## config.mk

```make
export PLATFORM = sky130hd
export DESIGN_NAME = mwire_eeprom
export DESIGN_NICKNAME = d
export VERILOG_FILES = /design/src/rtl/mw_pkg.sv /design/src/rtl/mw_edge.sv /design/src/rtl/mw_timer.sv /design/src/rtl/mw_array.sv /design/src/rtl/mwire_eeprom.sv
export SDC_FILE = /design/constraint.sdc
export NUM_CORES = 1
export LEC_CHECK = 0
export BUFFER_PORTS_ARGS = -buffer_cell sky130_fd_sc_hd__buf_2
export CAP_MARGIN = 15
export CORE_ASPECT_RATIO = 0.7
export CORE_MARGIN = 1
export CORE_UTILIZATION = 50
export DETAILED_ROUTE_END_ITERATION = 6
export GPL_TIMING_DRIVEN = 0
export PLACE_DENSITY_LB_ADDON = 0.3
export SKIP_CTS_REPAIR_TIMING = 1
export SLEW_MARGIN = 20
export SYNTH_ARGS = -nofsm -noshare
export SYNTH_HDL_FRONTEND = slang
export SYNTH_SLANG_ARGS = --single-unit
export TNS_END_PERCENT = 100
```

## constraint.sdc

```tcl
create_clock -name clk -period 3.6 [get_ports clk]
set_input_delay 0.18 -clock clk [delete_from_list [all_inputs] [get_ports clk]]
set_output_delay 0.18 -clock clk [all_outputs]
set_load 0.01 [all_outputs]
```

## src/rtl/mw_pkg.sv

```systemverilog
package mw_pkg;

  typedef enum logic [2:0] {
    CMD_NONE, CMD_READ, CMD_WRITE, CMD_WRALL, CMD_WEN, CMD_WDS
  } mw_cmd_e;

  typedef enum logic [2:0] {
    PH_IDLE, PH_HDR, PH_READ, PH_DATA, PH_ARMED, PH_CTRL, PH_DROP
  } mw_phase_e;

  // opcode plus the two upper address bits select the command
  function automatic mw_cmd_e mw_decode(input logic [1:0] op, input logic [1:0] hi);
    mw_cmd_e c;
    case (op)
      2'b10: c = CMD_READ;
      2'b01: c = CMD_WRITE;
      2'b00: begin
        case (hi)
          2'b11:   c = CMD_WEN;
          2'b00:   c = CMD_WDS;
          2'b01:   c = CMD_WRALL;
          default: c = CMD_NONE;
        endcase
      end
      default: c = CMD_NONE;
    endcase
    return c;
  endfunction

endpackage

```

## src/rtl/mw_edge.sv

```systemverilog
module mw_edge (
  input  logic clk,
  input  logic rst_n,
  input  logic cs,
  input  logic sk,
  output logic sk_rise,
  output logic cs_fall
);
  logic sk_q, cs_q;

  always_ff @(posedge clk or negedge rst_n) begin
    if (!rst_n) begin
      sk_q <= 1'b0;
      cs_q <= 1'b0;
    end else begin
      sk_q <= sk;
      cs_q <= cs;
    end
  end

  assign sk_rise = sk & ~sk_q;
  assign cs_fall = cs_q & ~cs;
endmodule

```

## src/rtl/mw_timer.sv

```systemverilog
module mw_timer #(
  parameter int CYCLES = 40
) (
  input  logic clk,
  input  logic rst_n,
  input  logic start,
  output logic busy
);
  localparam int CW = $clog2(CYCLES + 1);
  logic [CW-1:0] cnt;

  always_ff @(posedge clk or negedge rst_n) begin
    if (!rst_n)          cnt <= '0;
    else if (start)      cnt <= CW'(CYCLES);
    else if (cnt != '0)  cnt <= cnt - 1'b1;
  end

  assign busy = (cnt != '0);
endmodule

```

## src/rtl/mw_array.sv

```systemverilog
module mw_array #(
  parameter int WORDS = 16,
  parameter int WIDTH = 16
) (
  input  logic                     clk,
  input  logic                     rst_n,
  input  logic                     we,
  input  logic                     all,
  input  logic [$clog2(WORDS)-1:0] waddr,
  input  logic [WIDTH-1:0]         wdata,
  input  logic [$clog2(WORDS)-1:0] raddr,
  output logic [WIDTH-1:0]         rdata
);
  localparam int AW = $clog2(WORDS);
  logic [WIDTH-1:0] mem [WORDS];
  logic [WORDS-1:0] sel;

  for (genvar i = 0; i < WORDS; i++) begin : g_sel
    assign sel[i] = we & (all | (waddr == AW'(i)));
  end

  always_ff @(posedge clk or negedge rst_n) begin
    if (!rst_n) begin
      for (int i = 0; i < WORDS; i++) mem[i] <= '1;
    end else begin
      for (int i = 0; i < WORDS; i++) if (sel[i]) mem[i] <= wdata;
    end
  end

  assign rdata = mem[raddr];
endmodule

```

## src/rtl/mwire_eeprom.sv

```systemverilog
module mwire_eeprom
  import mw_pkg::*;
#(
  parameter int WORDS        = 16,
  parameter int WIDTH        = 16,
  parameter int AFIELD       = 6,
  parameter int WRITE_CYCLES = 40
) (
  input  logic                     clk,
  input  logic                     rst_n,
  input  logic                     cs,
  input  logic                     sk,
  input  logic                     di,
  input  logic                     pe,
  input  logic                     pre,
  input  logic                     prot_hit,
  output logic [$clog2(WORDS)-1:0] tgt_addr,
  output logic                     do_o,
  output logic                     do_oe
);
  localparam int AW  = $clog2(WORDS);
  localparam int HDR = 2 + AFIELD;
  localparam int HCW = $clog2(HDR);
  localparam int DCW = $clog2(WIDTH);

  // named internal events
  logic sk_rise, cs_fall, busy;
  logic start_ok, hdr_done, wr_go, ctl_go, write_ok, stat_show;

  mw_phase_e       phase;
  mw_cmd_e         cmd, dec_cmd;
  logic [HCW-1:0]  hdr_cnt;
  logic [HDR-2:0]  hdr_sr;
  logic [HDR-1:0]  hdr_next;
  logic [AW-1:0]   addr_q, raddr;
  logic [DCW-1:0]  bit_cnt;
  logic [WIDTH-1:0] data_sr, rd_sr, rdata;
  logic            do_q, wen_q, pre_lat, stat_pend;

  mw_edge u_edge (
    .clk(clk), .rst_n(rst_n), .cs(cs), .sk(sk),
    .sk_rise(sk_rise), .cs_fall(cs_fall)
  );

  mw_timer #(.CYCLES(WRITE_CYCLES)) u_timer (
    .clk(clk), .rst_n(rst_n), .start(wr_go), .busy(busy)
  );

  mw_array #(.WORDS(WORDS), .WIDTH(WIDTH)) u_array (
    .clk(clk), .rst_n(rst_n), .we(wr_go), .all(cmd == CMD_WRALL),
    .waddr(addr_q), .wdata(data_sr), .raddr(raddr), .rdata(rdata)
  );

  assign hdr_next  = {hdr_sr, di};
  assign dec_cmd   = mw_decode(hdr_next[HDR-1 -: 2], hdr_next[AFIELD-1 -: 2]);
  assign start_ok  = cs && sk_rise && (phase == PH_IDLE) && di && !busy;
  assign hdr_done  = cs && sk_rise && (phase == PH_HDR) && (hdr_cnt == HCW'(HDR-1));
  assign write_ok  = wen_q && pe && !prot_hit && !pre_lat;
  assign wr_go     = cs_fall && (phase == PH_ARMED) &&
                     ((cmd == CMD_WRITE) || (cmd == CMD_WRALL)) && write_ok;
  assign ctl_go    = cs_fall && (phase == PH_CTRL) && !pre_lat;
  assign tgt_addr  = (cmd == CMD_WRALL) ? '0 : addr_q;
  assign raddr     = (phase == PH_READ) ? addr_q + 1'b1 : hdr_next[AW-1:0];
  assign stat_show = cs && stat_pend && (phase == PH_IDLE);
  assign do_oe     = cs && ((phase == PH_READ) || stat_show);
  assign do_o      = (cs && phase == PH_READ) ? do_q : (stat_show ? !busy : 1'b0);

  // status flag and write-enable latch
  always_ff @(posedge clk or negedge rst_n) begin
    if (!rst_n) begin
      stat_pend <= 1'b0;
      wen_q     <= 1'b0;
    end else begin
      if (wr_go)         stat_pend <= 1'b1;
      else if (start_ok) stat_pend <= 1'b0;
      if (ctl_go && cmd == CMD_WEN)      wen_q <= 1'b1;
      else if (ctl_go && cmd == CMD_WDS) wen_q <= 1'b0;
    end
  end

  // command sequencer
  always_ff @(posedge clk or negedge rst_n) begin
    if (!rst_n) begin
      phase   <= PH_IDLE;
      cmd     <= CMD_NONE;
      hdr_cnt <= '0;
      hdr_sr  <= '0;
      addr_q  <= '0;
      bit_cnt <= '0;
      data_sr <= '0;
      rd_sr   <= '0;
      do_q    <= 1'b0;
      pre_lat <= 1'b0;
    end else if (!cs) begin
      phase <= PH_IDLE;
    end else if (sk_rise) begin
      case (phase)
        PH_IDLE: if (start_ok) begin
          phase   <= PH_HDR;
          hdr_cnt <= '0;
          pre_lat <= pre;
        end
        PH_HDR: begin
          hdr_sr  <= hdr_next[HDR-2:0];
          hdr_cnt <= hdr_cnt + 1'b1;
          if (hdr_done) begin
            cmd     <= dec_cmd;
            addr_q  <= hdr_next[AW-1:0];
            bit_cnt <= '0;
            if (pre_lat) phase <= PH_DROP;
            else begin
              case (dec_cmd)
                CMD_READ: begin
                  phase <= PH_READ;
                  rd_sr <= rdata;
                  do_q  <= 1'b0;
                end
                CMD_WRITE, CMD_WRALL: phase <= PH_DATA;
                CMD_WEN, CMD_WDS:     phase <= PH_CTRL;
                default:              phase <= PH_DROP;
              endcase
            end
          end
        end
        PH_READ: begin
          do_q    <= rd_sr[WIDTH-1];
          bit_cnt <= bit_cnt + 1'b1;
          if (bit_cnt == DCW'(WIDTH-1)) begin
            rd_sr   <= rdata;
            addr_q  <= addr_q + 1'b1;
            bit_cnt <= '0;
          end else begin
            rd_sr <= rd_sr << 1;
          end
        end
        PH_DATA: begin
          data_sr <= {data_sr[WIDTH-2:0], di};
          bit_cnt <= bit_cnt + 1'b1;
          if (bit_cnt == DCW'(WIDTH-1)) phase <= PH_ARMED;
        end
        default: ;
      endcase
    end
  end
endmodule

```

==> out/results.tsv, run 1 <==
metric	value	unit
status	complete, no violations	
R2R setup slack	0.22	ns
most frequent cells in the layout	mux2_2 (295), dfstp_2 (256), nand2_1 (79)	
Crit. End Element	register	
clock sink count	324	
Final period util	93.8	%
Total GRT Usage	26.6	%
Peak VDD IR	0.338	mV
largest net degree at the start of global routing	93	
PwrDens	416	nW/um^2
r2r startpoint	addr_q[0]	
vias in the first global route	10463	
worst skew pair latency	0.57	ns
Post-synth EDFFs	0	
Site Rows	53	
Diodes inserted	0	
initial antenna violation count	0	
htree depth	1	
final wirelength	40400	um
Reg clk slew, reported paths	0.07	ns
Die W	214	um
unrepaired setup endpoints after global routing	false	
distinct cell type count after synthesis	56	
most common cell after layout, fill and taps aside	mux2_2	
Iteration-0 DRC Markers	862	
hold crit path type	in -> async	
Worst Max-Slew Pin Slew	1.09	ns
CP arrival	3.89	ns
Finish-stage setup viols	0	
clock buffer depth	3	
# IOs	14	
worst hold slack	0.215	ns
Mapped Avg Cell Area	12.7	sq um
Slew Limit Fails	0	
min cycle time layout	3.38	ns
yosys synthesis warning count	0	
clock root buffer	clkbuf_16	
GP Congestion	0.873	
drt first pass iters	5	
maxcap violations	0	
post-synthesis register bit count	324	
Cells after Synth	1234	
Crit Reg-Reg Endpoint	rd_sr[15]	
final hold viol count	0	
Die Ht	150	um
Slew HR	27.3	%
first-pass GRT wire length	63800	um
worst r2r path cells	9	
max frequency	296	MHz
Post-DP HPWL	28600	um
final net count	1306	
CP Launch Type	register	
ANT nets after route	0	
asr flop ratio synth	100	%
FILL cells	2471	
synthesis-to-layout area growth	11.1	%
TritonCTS buffer count	31	
top_reg_cell synth	dfstp_2	
Max FO, Critical Path	10	
via count	10394	
full die area	32100	sq um
mapped cell area	15700	sq um
Syn Nets	1252	
Setup Skew	0.0193	ns
sequential share of the synthesized area	53.7	%
Worst Path Required	4.11	ns
Core Box Area	30400	sq um
PortBufs	13	
critical path class	reg -> reg	
share of cells above drive strength 1	49.9	%
TritonCTS clock tree	built	
DRC viols	0	
Final Util	57.3	%
Leak Pwr	7.20	nW
WL per Instance	23.4	um
total gr overflow	0	
initial core utilization	51.6	%
vias per cell	6.03	
-- metrics by stage --
step / setup TNS (ns) / cell area [sq um] / worst slack (ns) / total power, mW / instances
final: 0 / 17400 / 0.222 / 7.26 / 1724
after global routing: 0 / 17400 / 0.0365 / 7.48 / 1724
after CTS: 0 / 17400 / 0.247 / 7.30 / 1719
after detailed placement: 0 / 16400 / 0.265 / 4.06 / 1662
after global placement: -646.83 / 16300 / -3.60 / 4.04 / 1659
after floorplan: 0 / 15700 / 1.02 / 3.88 / 1234
-- cells by family (layout without fill, tap and decap cells) --
group | Yosys count | count (layout) | synth area share, %
XOR/XNOR | 5 | 5 | 0.279
adder cells (fa/ha/maj) | 10 | 10 | 0.797
flip-flops | 324 | 324 | 53.7
multiplexers | 330 | 330 | 23.7
AND/OR/NAND/NOR | 236 | 236 | 7.66
buffers and inverters | 109 | 187 | 3.17
AO/OA/AOI/OAI | 220 | 220 | 10.7
-- how the worst max path moves through the flow --
stage               slack (ns)          end      start  depth (start not counted)
floorplan                 1.02    rd_sr[10]   phase[0]                          8
global placement         -3.60  data_sr[15]      rst_n                          1
detailed placement        0.26    rd_sr[14]  addr_q[0]                          9
CTS                       0.25    rd_sr[14]  addr_q[0]                          9
global route              0.04    rd_sr[10]  addr_q[0]                          9
finish                    0.22    rd_sr[15]  addr_q[0]                          9
-- critical path: stages, from the launching register on --
cell	delay, ns
dfrtp_1	0.41
ha_1	0.16
clkbuf_1	0.36
xor2_1	0.16
or4_1	0.47
o32ai_1	0.55
clkbuf_1	0.52
o221ai_1	0.37
o2111ai_1	0.16
a221o_1	0.16
-- sequential cells by signal, summed over array words and instances, names as in the netlist, 4 cells and up --
| register | cells |
|---|---|
| u_array.mem | 256 |
| data_sr | 16 |
| rd_sr | 16 |
| hdr_sr | 7 |
| u_timer.cnt | 6 |
| addr_q | 4 |
| bit_cnt | 4 |
-- cells in the mapped netlist, drive strengths merged (14+ instances only) --
cell / instances / area share, %
and3: 16 / 0.64
mux2: 324 / 23
o2111ai: 15 / 0.84
dfrtp: 68 / 11
nand2: 79 / 1.9
and2: 47 / 1.9
o221ai: 45 / 2.5
nor2: 39 / 1.1
a21o: 46 / 2.2
buf: 48 / 1.7
a32o: 15 / 0.96
a221o: 14 / 0.89
a21oi: 39 / 1.2
dfstp: 256 / 43
clkbuf: 47 / 1.1
-- layer usage --
metal / global-route usage, % / vias up / wire length [um]
met5: 1.72 / - / 69
met1: 42.3 / 5393 / 20300
met4: 6.43 / 2 / 950
li1: - / 4620 / -
met3: 8.01 / 69 / 3360
met2: 34.3 / 310 / 15700
-- cell type report --
cell class                      count  area, sq um  share of cell area (%)
Buffer                             95          447                    2.56
Inverter                           14         52.6                   0.301
Tap cell                          412          515                    2.96
Clock buffer                       51          942                    5.40
Timing Repair Buffer               21          208                    1.19
Multi-Input combinational cell    801         6780                    38.9
Clock inverter                      6         62.6                   0.359
Sequential cell                   324         8430                    48.3
-- report_power, final --
part / internal (mW) / leakage, nW / switching [mW]
Clock: 1.85 / 0.493 / 1.40
Sequential: 3.67 / 3.56 / 0.0116
Combinational: 0.0918 / 3.14 / 0.239
(Power assumes the default switching activity.)
==> run 2: changes to the inputs <==
Settings changed: CELL_PAD_IN_SITES_DETAIL_PLACEMENT from default to 1, CELL_PAD_IN_SITES_GLOBAL_PLACEMENT from default to 1.
==> run 2 against run 1 <==
Combinational power increased by 3%. Hold slack worse by 0.18 ns. Via count grew 3.3%. Die area did not move. Sequential share of layout area decreased by 0.23 points. Cell count grew 0.17%. First-iteration DRC count shrank 17%. Sequential cell count unchanged. Power grew 4.1%. Design area grew 0.49%. Critical path type unchanged. Largest cell class unchanged.
==> out/results.tsv, run 2 (synthesis results as in run 1) <==
metric	value	unit	change
Site Rows	53		unchanged
CP max-delay cell	nor2_1		
vias in the first global route	11494		+9.9%
Inst Count DP	1662		unchanged
largest net degree at the start of global routing	101		+8.6%
# IOs	14		unchanged
critical path class	reg -> reg		
first-pass GRT wire length	71300	um	+12%
via count	10740		+3.3%
synthesis-to-layout area growth	11.6	%	
initial antenna violation count	1		+1
share of cells above drive strength 1	50.4	%	+0.49 points
Crit. End Element	register		
maxcap violations	0		unchanged
Total GRT Usage	30.1	%	+3.5 points
DP Worst Slack	0.234	ns	-0.0307 ns
Tot Pwr	7.56	mW	+4.1%
Diodes inserted	0		unchanged
Leak Pwr	7.24	nW	+0.62%
CP Launch Type	register		
Crit path largest cell delay	0.81	ns	+0.26 ns
crit-path cells	buf_2, inv_1, nor4b_1, nand4_1, buf_2, nor2_1, buf_2, mux2_2		
WL per Instance	26.7	um	+14%
PortBufs	13		unchanged
Peak VDD IR	0.409	mV	+21%
total gr overflow	0		unchanged
CP arrival	3.96	ns	+0.07 ns
Max FO, Critical Path	10		unchanged
most common cell after layout, fill and taps aside	mux2_2		
htree depth	2		+1
Post-Layout Cell Count	1727		+0.17%
Die W	214	um	unchanged
most frequent cells in the layout	mux2_2 (295), dfstp_2 (256), nand2_1 (79)		
max frequency	285	MHz	-3.6%
Worst Path Required	4.06	ns	-0.05 ns
Die Ht	150	um	unchanged
Slew HR	30.7	%	+3.3 points
final worst setup slack	0.0972	ns	-0.125 ns
Placement Cell Area	16400	sq um	about the same
initial core utilization	51.6	%	unchanged
status	complete, no violations		
Final period util	97.3	%	+3.5 points
GP Congestion	0.910		+4.3%
unrepaired setup endpoints after global routing	true		
biggest regs	u_array.mem x256, data_sr x16, rd_sr x16		
Top cell by count, worst path	buf_2		
drt first pass iters	5		unchanged
clock root buffer	clkbuf_16		
r2r startpoint	phase[2]		
max reg flops	256		unchanged
final wirelength	46100	um	+14%
clock sink count	324		unchanged
Core Box Area	30400	sq um	unchanged
DRC viols	0		unchanged
Setup Skew	0.0165	ns	-0.00276 ns
TritonCTS buffer count	34		+9.7%
vias per cell	6.22		+3.1%
Post-DP HPWL	32100	um	+12%
TritonCTS clock tree	built		
PwrDens	432	nW/um^2	+3.6%
ANT nets after route	0		unchanged
Final Util	57.6	%	+0.28 points
min cycle time layout	3.50	ns	+0.125 ns
FILL cells	3011		+22%
final hold viol count	0		unchanged
Worst Setup SP	phase[2]		
Final Cell Area	17500	sq um	+0.49%
Most flops, register	u_array.mem		
Worst Max-Slew Pin Slew	1.04	ns	-0.0505 ns
hold_sp	di		
worst skew pair latency	0.53	ns	-0.04 ns
Slew Limit Fails	0		unchanged
hold crit path type	in -> reg		
full die area	32100	sq um	unchanged
final net count	1308		+0.15%
Finish-stage setup viols	0		unchanged
Iteration-0 DRC Markers	715		-17%
Reg clk slew, reported paths	0.06	ns	about the same
clock buffer depth	3		unchanged
run 2: cell count changes in the layout (fill, tap and decap cells not counted), moves of 2 or more:
cell,change
clkbuf_1,-3
clkbuf_16,+3
clkbuf_8,-2
clkinv_2,+6
clkinv_4,-2
run 2: stage by stage:
step           TNS (ns)  hold slack, ns
2_1_floorplan         0          -0.116
3_3_place_gp    -661.47           0.302
3_5_place_dp          0          0.0842
4_1_cts               0          -0.480
5_1_grt          -0.458          0.0421
6_report              0          0.0322
run 2: worst paths after layout:
| check | end | cells past startpoint | slack [ns] |
|---|---|---|---|
| setup / recovery | u_array.mem[47] | 8 | 0.1 |
| hold / removal | hdr_sr[0] | 2 | 0.03 |
| setup reg to reg | u_array.mem[47] | 8 | 0.1 |
| hold reg to reg | hdr_sr[4] | 2 | 0.51 |
| max in group asynchronous | u_array.mem[162] | 4 | 2.21 |
| min in group asynchronous | bit_cnt[1] | 2 | 0.13 |
run 2: final cells by class:
| cell class | instances | area, sq um | share of cell area (%) |
|---|---|---|---|
| Multi-Input combinational cell | 801 | 6790 | 38.8 |
| Inverter | 14 | 52.6 | 0.300 |
| Clock buffer | 49 | 978 | 5.58 |
| Clock inverter | 12 | 114 | 0.650 |
| Sequential cell | 324 | 8430 | 48.1 |
| Timing Repair Buffer | 20 | 198 | 1.13 |
| Buffer | 95 | 447 | 2.55 |
| Tap cell | 412 | 515 | 2.94 |
run 2: power by group:
| group | internal [mW] | leakage (nW) | switching [mW] | total [mW] |
|---|---|---|---|---|
| Clock | 2.04 | 0.546 | 1.50 | 3.54 |
| Sequential | 3.67 | 3.56 | 0.0112 | 3.68 |
| Combinational | 0.0919 | 3.13 | 0.248 | 0.340 |
| Total | 5.80 | 7.24 | 1.76 | 7.56 |
run 2: critical path: cells and delay by family, from the launching register on:
family                 cells  cell delay [ns]
buffers and inverters      4             1.05
flip-flops                 1             0.32
multiplexers               1             0.39
AND/OR/NAND/NOR            3             1.65
run 2: layer usage:
metal | routed length (um) | global-route usage, % | part of all wire (%)
met1 | 22200 | 45.0 | 48
met2 | 19200 | 42.5 | 42
met3 | 3870 | 9.35 | 8.4
met4 | 741 | 6.89 | 1.6
met5 | 0 | 0 | 0
